**src/rtl/oc_add_pkg.sv**
```systemverilog
package oc_add_pkg;

    typedef enum logic {
        WRAP_CLR = 1'b0,
        WRAP_SET = 1'b1
    } wrap_state_t;

    typedef enum logic {
        POLICY_ZERO_CARRY = 1'b0,
        POLICY_HELD_CARRY = 1'b1
    } zero_policy_t;

endpackage

```
**src/rtl/oc_ripple_pass.sv**
```systemverilog
// One ripple pass over W bits with an explicit carry input.
module oc_ripple_pass #(
    parameter int W = 16
) (
    input  logic [W-1:0] x_i,
    input  logic [W-1:0] y_i,
    input  logic         cin_i,
    output logic [W-1:0] s_o,
    output logic         cout_o
);

    always_comb begin
        logic c;
        c = cin_i;
        for (int k = 0; k < W; k++) begin
            s_o[k] = x_i[k] ^ y_i[k] ^ c;
            c      = (x_i[k] & y_i[k]) | (c & (x_i[k] ^ y_i[k]));
        end
        cout_o = c;
    end

endmodule

```
**src/rtl/oc_wrap_fsm.sv**
```systemverilog
// Remembers the wrap carry of the last accepted addition.
module oc_wrap_fsm
    import oc_add_pkg::*;
(
    input  logic clk,
    input  logic rst_n,
    input  logic accept_i,
    input  logic wrap_i,
    output logic held_o
);

    wrap_state_t state_q, state_d;

    always_ff @(posedge clk or negedge rst_n) begin
        if (!rst_n) state_q <= WRAP_CLR;
        else        state_q <= state_d;
    end

    always_comb begin
        state_d = state_q;
        unique case (state_q)
            WRAP_CLR: if (accept_i && wrap_i)  state_d = WRAP_SET;
            WRAP_SET: if (accept_i && !wrap_i) state_d = WRAP_CLR;
            default:  state_d = WRAP_CLR;
        endcase
    end

    always_comb begin
        unique case (state_q)
            WRAP_SET: held_o = 1'b1;
            default:  held_o = 1'b0;
        endcase
    end

    // idle cycles leave the remembered carry untouched
    assert_carry_idle_R5: assert property (@(posedge clk) disable iff (!rst_n)
        !accept_i |=> $stable(state_q));

endmodule

```
**src/rtl/oc_out_stage.sv**
```systemverilog
// Result registers; load only on accepted additions.
module oc_out_stage #(
    parameter int W = 16
) (
    input  logic         clk,
    input  logic         rst_n,
    input  logic         accept_i,
    input  logic [W-1:0] sum_i,
    output logic [W-1:0] sum_o,
    output logic         valid_o,
    output logic         neg_zero_o
);

    localparam logic [W-1:0] ALL_ONES = {W{1'b1}};

    always_ff @(posedge clk or negedge rst_n) begin
        if (!rst_n) begin
            sum_o      <= '0;
            neg_zero_o <= 1'b0;
            valid_o    <= 1'b0;
        end else begin
            valid_o <= accept_i;
            if (accept_i) begin
                sum_o      <= sum_i;
                neg_zero_o <= (sum_i == ALL_ONES);
            end
        end
    end

endmodule

```
**src/rtl/oc_endaround_adder.sv**
```systemverilog
module oc_endaround_adder
    import oc_add_pkg::*;
#(
    parameter int N = 16
) (
    input  logic         clk,
    input  logic         rst_n,
    input  logic         mode_i,
    input  logic         valid_i,
    input  logic [N-1:0] a_i,
    input  logic [N-1:0] b_i,
    output logic [N-1:0] sum_o,
    output logic         valid_o,
    output logic         neg_zero_o
);

    localparam logic [N-1:0] ALL_ONES = {N{1'b1}};

    zero_policy_t policy;
    logic         held_c;
    logic         pre_c;
    logic         wrap_c;
    logic         fold_cout;
    logic [N-1:0] pre_sum;
    logic [N-1:0] fold_sum;

    assign policy = zero_policy_t'(mode_i);

    always_comb begin
        unique case (policy)
            POLICY_HELD_CARRY: pre_c = held_c;
            default:           pre_c = 1'b0;
        endcase
    end

    // First pass: preconditioned carry in, produces the wrap carry.
    oc_ripple_pass #(.W(N)) u_pre (
        .x_i(a_i), .y_i(b_i), .cin_i(pre_c),
        .s_o(pre_sum), .cout_o(wrap_c)
    );

    // Second pass: wrap carry folded back into the LSB.
    oc_ripple_pass #(.W(N)) u_fold (
        .x_i(a_i), .y_i(b_i), .cin_i(wrap_c),
        .s_o(fold_sum), .cout_o(fold_cout)
    );

    oc_wrap_fsm u_fsm (
        .clk(clk), .rst_n(rst_n), .accept_i(valid_i),
        .wrap_i(wrap_c), .held_o(held_c)
    );

    oc_out_stage #(.W(N)) u_out (
        .clk(clk), .rst_n(rst_n), .accept_i(valid_i), .sum_i(fold_sum),
        .sum_o(sum_o), .valid_o(valid_o), .neg_zero_o(neg_zero_o)
    );

    // the folded pass reproduces the wrap carry, so the cut loop is settled
    assert_loop_settled_R2: assert property (@(posedge clk) disable iff (!rst_n)
        valid_i |-> (fold_cout == wrap_c) || (pre_sum == ALL_ONES && !pre_c));

    assert_valid_rise_R6: assert property (@(posedge clk) disable iff (!rst_n)
        valid_i |=> valid_o);

    assert_valid_fall_R6: assert property (@(posedge clk) disable iff (!rst_n)
        !valid_i |=> !valid_o);

    assert_hold_idle_R7: assert property (@(posedge clk) disable iff (!rst_n)
        !valid_i |=> $stable(sum_o) && $stable(neg_zero_o));

    assert_negzero_flag_R8: assert property (@(posedge clk) disable iff (!rst_n)
        neg_zero_o == (sum_o == ALL_ONES));

    assert_zero_policy_R3: assert property (@(posedge clk) disable iff (!rst_n)
        (valid_i && !mode_i && a_i == ~b_i) |=> neg_zero_o);

    assert_held_pos_zero_R4: assert property (@(posedge clk) disable iff (!rst_n)
        (valid_i && mode_i && held_c && a_i == ~b_i) |=> (sum_o == '0));

    assert_held_neg_zero_R4: assert property (@(posedge clk) disable iff (!rst_n)
        (valid_i && mode_i && !held_c && a_i == ~b_i) |=> neg_zero_o);

endmodule

```
**config.mk**
```make
export PLATFORM = sky130hd
export DESIGN_NAME = oc_endaround_adder
export DESIGN_NICKNAME = d
export VERILOG_FILES = /design/src/rtl/oc_add_pkg.sv /design/src/rtl/oc_ripple_pass.sv /design/src/rtl/oc_wrap_fsm.sv /design/src/rtl/oc_out_stage.sv /design/src/rtl/oc_endaround_adder.sv
export SDC_FILE = /design/constraint.sdc
export NUM_CORES = 1
export LEC_CHECK = 0
export ABC_AREA = 1
export BUFFER_PORTS_ARGS = -buffer_cell sky130_fd_sc_hd__buf_2
export CAP_MARGIN = 30
export CORE_AREA = 2 2 58 60
export CTS_CLUSTER_DIAMETER = 120
export DETAILED_ROUTE_END_ITERATION = 8
export DIE_AREA = 0 0 60 62
export PLACE_DENSITY = 0.8
export SYNTH_ARGS = -nofsm -noshare
export SYNTH_HDL_FRONTEND = slang
export SYNTH_SLANG_ARGS = --single-unit
```
**constraint.sdc**
```tcl
create_clock -name clk -period 10.7 [get_ports clk]
set_input_delay 1.605 -clock clk [delete_from_list [all_inputs] [get_ports clk]]
set_output_delay 1.605 -clock clk [all_outputs]
set_load 0.005 [all_outputs]
```
# Yosys cells after proc, flatten, opt, wreduce, memory -nomap -nowiden
# Cells that the tools add are included.
# totals
regBits	19
romBits	0
word_cells	124
mem_count	0
out_inout_bits	18
in_bits	36
latchBits	0
ramBits	0
# op_classes
n_mux	5
n_lt_le_gt_ge	0
addsub	0
eq_ne	1
n_shift	0
bitwise_logic	111
div	0
mul	0
reduce_logical	3
# ops
cell	n
$and A1 B1 Y1	47
$xor A1 B1 Y1	32
$or A1 B1 Y1	31
$eq A16 B16 Y1 const B	1
$mux W1	4
$logic_and A1 B1 Y1	2
$pmux W1 S2	1
$logic_not A1 Y1	1
$not A1 Y1	1

# Longest topological paths before layout
# Gate-level depths: netlist (run 1).
# depth
ltp_word	66
mapped_depth	54
depth_no_buf	54

# By module
# Synthesis (run 1) repeated with hierarchy kept, for this count alone.
# hier_totals
cells_unflattened	116
hier_area_um2	1519.0
# by_module_without_submodules
module	cells_each	area_per_inst_um2	instances	seq_area_each_um2
oc_out_stage	57	755.7	1	450.4
oc_ripple_pass	26	357.8	2	0.0
oc_wrap_fsm	5	40.0	1	25.0
oc_endaround_adder	2	7.5	1	0.0

# Worst setup path after synthesis (run 1)
# Ideal clock, no wire load.
# synth_path
path_kind	input port to flip-flop
startpoint	in a_i[0]
endpoint	reg u_out.neg_zero_o
t_required_ns	10.635
slack_ns	1.330
setup_ns	0.065
arrival_time_ns	9.305
n_path_buf	0
stages	54
path_cell_list	ha_1 -> nand3_1 -> nand2_1 -> nand2_1 -> nand2_1 -> nand2_1 -> nand2_1 -> nand2_1 -> nand2_1 -> nand2_1 -> nand2_1 -> nand2_1 -> nand2_1 -> nand2_1 -> nand2_1 -> nand2_1 -> nand2_1 -> nand2_1 -> [18 not listed] -> fa_1 -> inv_1 -> fa_1 -> fa_1 -> fa_1 -> fa_1 -> fa_1 -> fa_1 -> fa_1 -> fa_1 -> fa_1 -> fa_1 -> fa_1 -> fa_1 -> fa_1 -> nor4_1 -> nand4_1 -> nand2_1
# synth_between
elab_chain_cells	65
word_cells_on_any_way	81
cone_classes	1 x eq/ne; 80 x bitwise
# synth_lines
element	line	rtl
start, declared	oc_endaround_adder.sv:10	input logic [N-1:0] a_i,
$xor A1 B1 Y1	oc_ripple_pass.sv:16, oc_ripple_pass.sv:17	
$and A1 B1 Y1	oc_ripple_pass.sv:17	c = (x_i[k] & y_i[k]) | (c & (x_i[k] ^ y_i[k]));
$or A1 B1 Y1	oc_ripple_pass.sv:17	
$and A1 B1 Y1	oc_ripple_pass.sv:17	
$or A1 B1 Y1	oc_ripple_pass.sv:17	
$and A1 B1 Y1	oc_ripple_pass.sv:17	
$or A1 B1 Y1	oc_ripple_pass.sv:17	
$and A1 B1 Y1	oc_ripple_pass.sv:17	
[49 not listed]	--	
$and A1 B1 Y1	oc_ripple_pass.sv:17	
$or A1 B1 Y1	oc_ripple_pass.sv:17	
$and A1 B1 Y1	oc_ripple_pass.sv:17	
$or A1 B1 Y1	oc_ripple_pass.sv:17	
$and A1 B1 Y1	oc_ripple_pass.sv:17	
$or A1 B1 Y1	oc_ripple_pass.sv:17	
$xor A1 B1 Y1	oc_ripple_pass.sv:16	s_o[k] = x_i[k] ^ y_i[k] ^ c;
$eq A16 B16 Y1 *	oc_out_stage.sv:25	neg_zero_o <= (sum_i == ALL_ONES);
end signal, assigned	oc_out_stage.sv:25	
end, declared	oc_out_stage.sv:11	output logic neg_zero_o
# Mark *: on every way between the ends. The rest lies on a longest branch, timed or not.
# A chain may end at the register's enable or synchronous reset.

# Worst setup path after layout (run 1)
# Same ends and word-level chain as after synthesis.

==> key figures, run 1 <==
Yosys
  • Seq cells post-synth: 19
  • Seq/Total Area, Yosys: between 30% and 40%
  • Leading area contributor after synthesis: dfrtp_1
  • Yosys Warn Count: 0
  • Prevailing post-synth register cell: dfrtp_1
  • Post-Syn Instances: 181
  • Top-area cell type share of the netlist area: 31.59%
  • Top cells by area, synth: dfrtp_1 (32%), fa_1 (20%), nand2_1 (14%), ha_1 (13%), inv_1 (12%)
  • Asr flop ratio synth: 100.0%
  • Synthesized area per cell: 8.316 µm²
  • Synth top cells by count: nand2_1 (58), inv_1 (49), dfrtp_1 (19)
  • Mapped cell area: between 1500 and 2000 µm²
  • EDFF count, synth: 0
  • Synth unique cells: 14
  • Most common cell in the synthesized netlist: nand2_1
  • Syn Nets: 248

Timing
  • Fmax: 0.1027 GHz
  • Fin. Hold Viols: 0
  • Hold WS: ~0.48 ns
  • Setup Skew: about 0.0028 ns
  • Tmin final: 9.742 ns
  • Slew HR: 48.88%
  • Worst Tran Pin Value: 0.7659 ns
  • Final critical-path share of the clock period: about 91%
  • Setup ws final: about 0.96 ns
  • RSZ-0062 raised after global routing: false
  • # setup viols final: 0
  • Slew Limit Fails: 0
  • Setup TNS: 0 ns

Drt
  • Post-route ant nets: 0
  • Final WL: 2.786 mm
  • Vias per cell: 4.384
  • DRC: 0
  • Wire per inst: 9.915 µm
  • Via count: ~1200
  • 1st-iter DRT viols: 44
  • Drt pass-1 iters: 4

Setup path
  • FF-to-FF path depth: 53
  • Critical Path Start: a_i[0]
  • Worst EP required: approximately 11 ns
  • CP max stage delay: 0.46 ns
  • Critical path arrival: approximately 10 ns
  • Worst R2R Setup Slack: 2.26 ns
  • Crit path depth: 55
  • Worst setup path class: in -> reg
  • Crit path max-delay cell type: fa_1
  • Top Family by Delay on Critical Path: adder cells
  • Crit path top cell by count: nand2_1
  • Bufs and invs on worst path: 4
  • Reg-to-reg endpoint: u_out.neg_zero_o
  • Worst setup path endpoint: u_out.neg_zero_o
  • Critical Path Start Type: primary input
  • Critical Path End Type: flip-flop
  • Crit-path max FO: 2

Clock tree
  • H-tree lvl count: 1
  • CTS tree: built
  • TritonCTS buffer count: 3
  • Hold_buf cts: 0
  • Clk_lat worst skew: around 0.29 ns
  • Clock transition at path regs: 0.11 ns
  • Clock Sinks: 19
  • CTS max path bufs: 2
  • Resize count post-CTS: 0
  • Clock Root Buffer: clkbuf_4
  • Setup Fix Bufs, Post-CTS: 0

Placed design
  • Placed inst area: 1817 µm²
  • Placed cell count: 277
  • Post-place setup slack: 0.6272 ns
  • Routability cong.: 0.7431
  • DPL Wire Length: 2.444 mm
  • PortBufs: 53

Floorplan
  • Die area: between 3000 and 4000 µm²
  • Die Ht: 62 µm
  • CORE AREA: approximately 3200 µm²
  • Die W: 60 µm
  • Initial Util: 47.34%
  • Row cnt: 21
  • Ports: between 50 and 60

Cells and area
  • Share of layout cells above drive strength 1: 24.26%
  • Fillcell total: 309
  • Area growth, synth to finish: 22.44%
  • Final instance area: roughly 1800 µm²
  • Multi-input gate area: 834.6 µm²
  • Ant. Diodes: 0
  • Final std cells w/o fill: 281
  • Nets: between 300 and 400
  • Register area: 475.5 µm²
  • Finished Core Util: 57.97%

Power
  • P per Cell Area: 105.8 nW/µm²
  • Maximum vdd drop: 38.04 µV
  • Static Leak: 1.113 nW
  • Power Total: 0.1951 mW

Global route
  • Gr ovfl total: 0
  • First-pass GRT wire length: ~4.6 mm
  • Total track usage: 16.62%
  • Initial antenna violation count: 0
  • Largest net degree at the start of global routing: 33
  • Vias in the first global route: roughly 1100

Outcome
  • Status: finished, final reports clean

Worst hold path
  • Worst hold path type: reg -> reg

Run
  • Max-cap viol count: 0
-- how the worst min path moves through the flow --
stage                                from              end  slack [ns]  depth (start not counted)
after floorplan                 flip-flop        flip-flop        0.45                          2
after global placement     u_out.sum_o[1]   u_out.sum_o[1]        0.45                          2
after detailed placement   u_out.sum_o[1]   u_out.sum_o[1]        0.45                          2
after CTS                  u_out.sum_o[1]   u_out.sum_o[1]        0.48                          2
after global routing      u_out.sum_o[15]  u_out.sum_o[15]        0.52                          2
final                      u_out.sum_o[1]   u_out.sum_o[1]        0.48                          2
-- placed cells by master (no fill, tap or decap) --
master and instances:
nor3_1 1, o21ai_0 13, buf_2 53, or4_1 1
nor4_1 2, ha_1 16, inv_1 49, xnor2_1 1
fa_1 15, nand2_1 58, or2_2 1, nand4_1 1
clkbuf_4 3, clkbuf_1 1, dfrtp_1 19, nand3_1 1
-- worst reg2reg max path: cells and delay by family (launching register included) --
family	cells	cell delay, ns
buffers and inverters	3	0.17
flip-flops	1	0.38
adder cells (fa/ha/maj)	15	5.74
AND/OR/NAND/NOR	35	2.11
-- registers in the layout, indices dropped and copies added (netlist names), named ones only --
register          cells
u_out.valid_o         1
u_out.sum_o          16
u_out.neg_zero_o      1
-- cell type report --
class,count,area share (%)
multi-input cells,110,45.28
flip-flops and latches,19,25.80
repair buffers,53,14.39
inverters,49,9.980
well taps,46,3.123
clock buffers,4,1.426
-- cell families (layout without fill, tap and decap cells) --
group | after synthesis | count (layout) | synth area share (%)
compound gates | 13 | 13 | 4.322
xor+xnor | 1 | 1 | 0.5820
fa+ha+maj | 31 | 31 | 33.25
buf+inv | 52 | 106 | 12.97
flops | 19 | 19 | 31.59
simple gates | 65 | 65 | 17.29
-- metal layers --
metal | GRT usage [%] | up-vias | wire length [µm]
li1 | - | 642 | -
met5 | 0 | - | 0
met4 | 5.714 | 0 | 26
met1 | 20.40 | 558 | 1212
met3 | 1.863 | 2 | 99
met2 | 30.43 | 30 | 1448
-- report_power, final --
group	internal [mW]	switching (mW)	leakage [nW]	total, mW
clock	0.0145	0.0216	0.0150	0.0361
sequential	0.0838	0.00672	0.233	0.0905
combinational	0.0322	0.0363	0.865	0.0685
total	0.130	0.0646	1.11	0.195
Power figures use the tool's default switching activity.
==> run 2: changes to the inputs <==
Settings changed: CORE_AREA 2 2 58 60 to 3 3 59 61, DIE_AREA 0 0 60 62 to 0 0 62 64.
==> run 2 against run 1 <==
  * Highest routed layer unchanged
  * Via count down 1.2%
  * Largest power group unchanged
  * Utilization grew 2.8 points
  * Critical endpoint unchanged
  * Die area rose by 6.7%
==> key figures, run 2 (synthesis gave the netlist of run 1 again) <==
Setup path
  • Worst R2R Setup Slack: 2.29 ns
  • Bufs and invs on worst path: 4
  • Worst EP required: 10.94 ns
  • Top Family by Delay on Critical Path: adder cells
  • Crit-path max FO: 2
  • CP max stage delay: 0.46 ns
  • Critical Path Start Type: primary input
  • Crit path top cell by count: nand2_1
  • Critical Path End Type: flip-flop
  • Critical path arrival: between 9 and 10 ns
  • Crit path max-delay cell type: fa_1
  • Worst setup path class: in -> reg

Cells and area
  • Share of layout cells above drive strength 1: 24.26%
  • Biggest regs: u_out.sum_o x16, u_out.neg_zero_o x1, u_out.valid_o x1
  • Max reg flops: 16
  • Finished Core Util: 60.79%
  • Ant. Diodes: 0
  • Fillcell total: 295
  • Most frequent cells in the layout: nand2_1 (58), buf_2 (53), inv_1 (49)
  • Nets: 303
  • Final std cells w/o fill: 279
  • Biggest register: u_out.sum_o
  • Commonest non-fill, non-tap cell in the layout: nand2_1
  • Final instance area: 1841 µm²
  • Area growth, synth to finish: 22.28%

Power
  • Clock group share of total power: about 18%
  • Static Leak: between 1 and 1.5 nW
  • Net switching power: 0.06334 mW
  • Gate power share: 35.1%
  • Power Internal: 0.1306 mW
  • Maximum vdd drop: around 43 µV
  • Power share of the sequential group: 46.7%
  • Power Total: 0.1939 mW
  • P per Cell Area: 105.4 nW/µm²
  • Net Sw Frac: 32.66%

Placed design
  • Placed cell count: 275
  • DPL Wire Length: 2.360 mm
  • PortBufs: 53
  • Placed inst area: 1814 µm²
  • Routability cong.: between 0.7 and 0.8
  • Post-place setup slack: between 0.6 and 0.7 ns

Floorplan
  • Ports: 54
  • Row cnt: 20
  • CORE AREA: between 3000 and 4000 µm²
  • Initial Util: 49.71%
  • Die area: 3968 µm²
  • Die W: just over 60 µm
  • Die Ht: 64 µm

Drt
  • Post-route ant nets: 0
  • 1st-iter DRT viols: 45
  • Via count: 1217
  • Wire per inst: 9.681 µm
  • Vias per cell: 4.362
  • Drt pass-1 iters: 4
  • Final WL: roughly 2.7 mm
  • DRC: 0

Timing
  • Tmin final: 9.722 ns
  • Hold WS: 0.4887 ns
  • RSZ-0062 raised after global routing: false
  • Setup TNS: 0 ns
  • Setup Skew: around 0.00064 ns
  • # setup viols final: 0
  • Setup ws final: 0.9777 ns
  • Slew HR: 48.90%
  • Final critical-path share of the clock period: 90.86%
  • Worst Tran Pin Value: 0.7656 ns
  • Fin. Hold Viols: 0
  • Slew Limit Fails: 0
  • Fmax: 0.1029 GHz

Clock tree
  • Resize count post-CTS: 0
  • TritonCTS buffer count: 3
  • Clock Root Buffer: clkbuf_4
  • Clock Sinks: 19
  • CTS max path bufs: 2
  • Clk_lat worst skew: 0.29 ns
  • H-tree lvl count: 1
  • Hold_buf cts: 0
  • CTS tree: built
  • Clock transition at path regs: 0.10 ns
  • Setup Fix Bufs, Post-CTS: 0

Global route
  • First-pass GRT wire length: 4.547 mm
  • Gr ovfl total: 0
  • Largest net degree at the start of global routing: 33
  • Vias in the first global route: 1107
  • Initial antenna violation count: 0
  • Total track usage: about 15%

Run
  • Max-cap viol count: 0

Outcome
  • Status: finished, final reports clean

Worst hold path
  • Worst hold path type: reg -> reg
==> run 2: cell counts in the layout (fill, tap and decap cells not counted) <==
Identical to the previous run, type by type.
==> run 2: cell type report <==
| type | count | area (µm²) | area share (%) |
|---|---|---|---|
| flip-flops and latches | 19 | 475.5 | 25.83 |
| well taps | 44 | 55.05 | 2.991 |
| multi-input cells | 110 | 834.6 | 45.34 |
| clock buffers | 4 | 26.28 | 1.428 |
| repair buffers | 53 | 265.3 | 14.41 |
| inverters | 49 | 183.9 | 9.993 |
==> run 2: power groups by stage <==
| stage | sequential [mW] | combinational [mW] | clock (mW) |
|---|---|---|---|
| 2_1_floorplan | 0.0923 | 0.0373 | 0 |
| 3_3_place_gp | 0.0915 | 0.0668 | 0 |
| 3_5_place_dp | 0.0923 | 0.0693 | 0 |
| 4_1_cts | 0.0909 | 0.0698 | 0.0369 |
| 5_1_grt | 0.0920 | 0.0818 | 0.0402 |
| 6_report | 0.0905 | 0.0680 | 0.0354 |
==> run 2: layer usage <==
layer | track usage, % | part of all wire [%] | wire length (µm) | up-vias
li1 | - | - | - | 639
met1 | 18.93 | 44 | 1191 | 544
met2 | 26.30 | 50 | 1356 | 30
met3 | 1.818 | 4.3 | 115 | 4
met4 | 4.775 | 1.4 | 38 | 0
met5 | 0 | 0 | 0 | -
==> run 2: final timing paths <==
check,from,end,depth (start not counted)
min in group asynchronous,rst_n,u_out.sum_o[2],1
max reg2reg,flip-flop,u_out.neg_zero_o,53
min reg2reg,u_out.sum_o[0],u_out.sum_o[0],2
max,a_i[0],u_out.neg_zero_o,55
min,u_out.sum_o[0],u_out.sum_o[0],2
max in group asynchronous,rst_n,u_out.sum_o[3],1
==> run 2: worst register-to-register path: cells and delay by family, from the launching register on <==
kind                       cells  cell delay, ns
adders and majority gates     15            5.74
buffers and inverters          3            0.19
DFF                            1            0.37
and+or+nand+nor               35            2.07
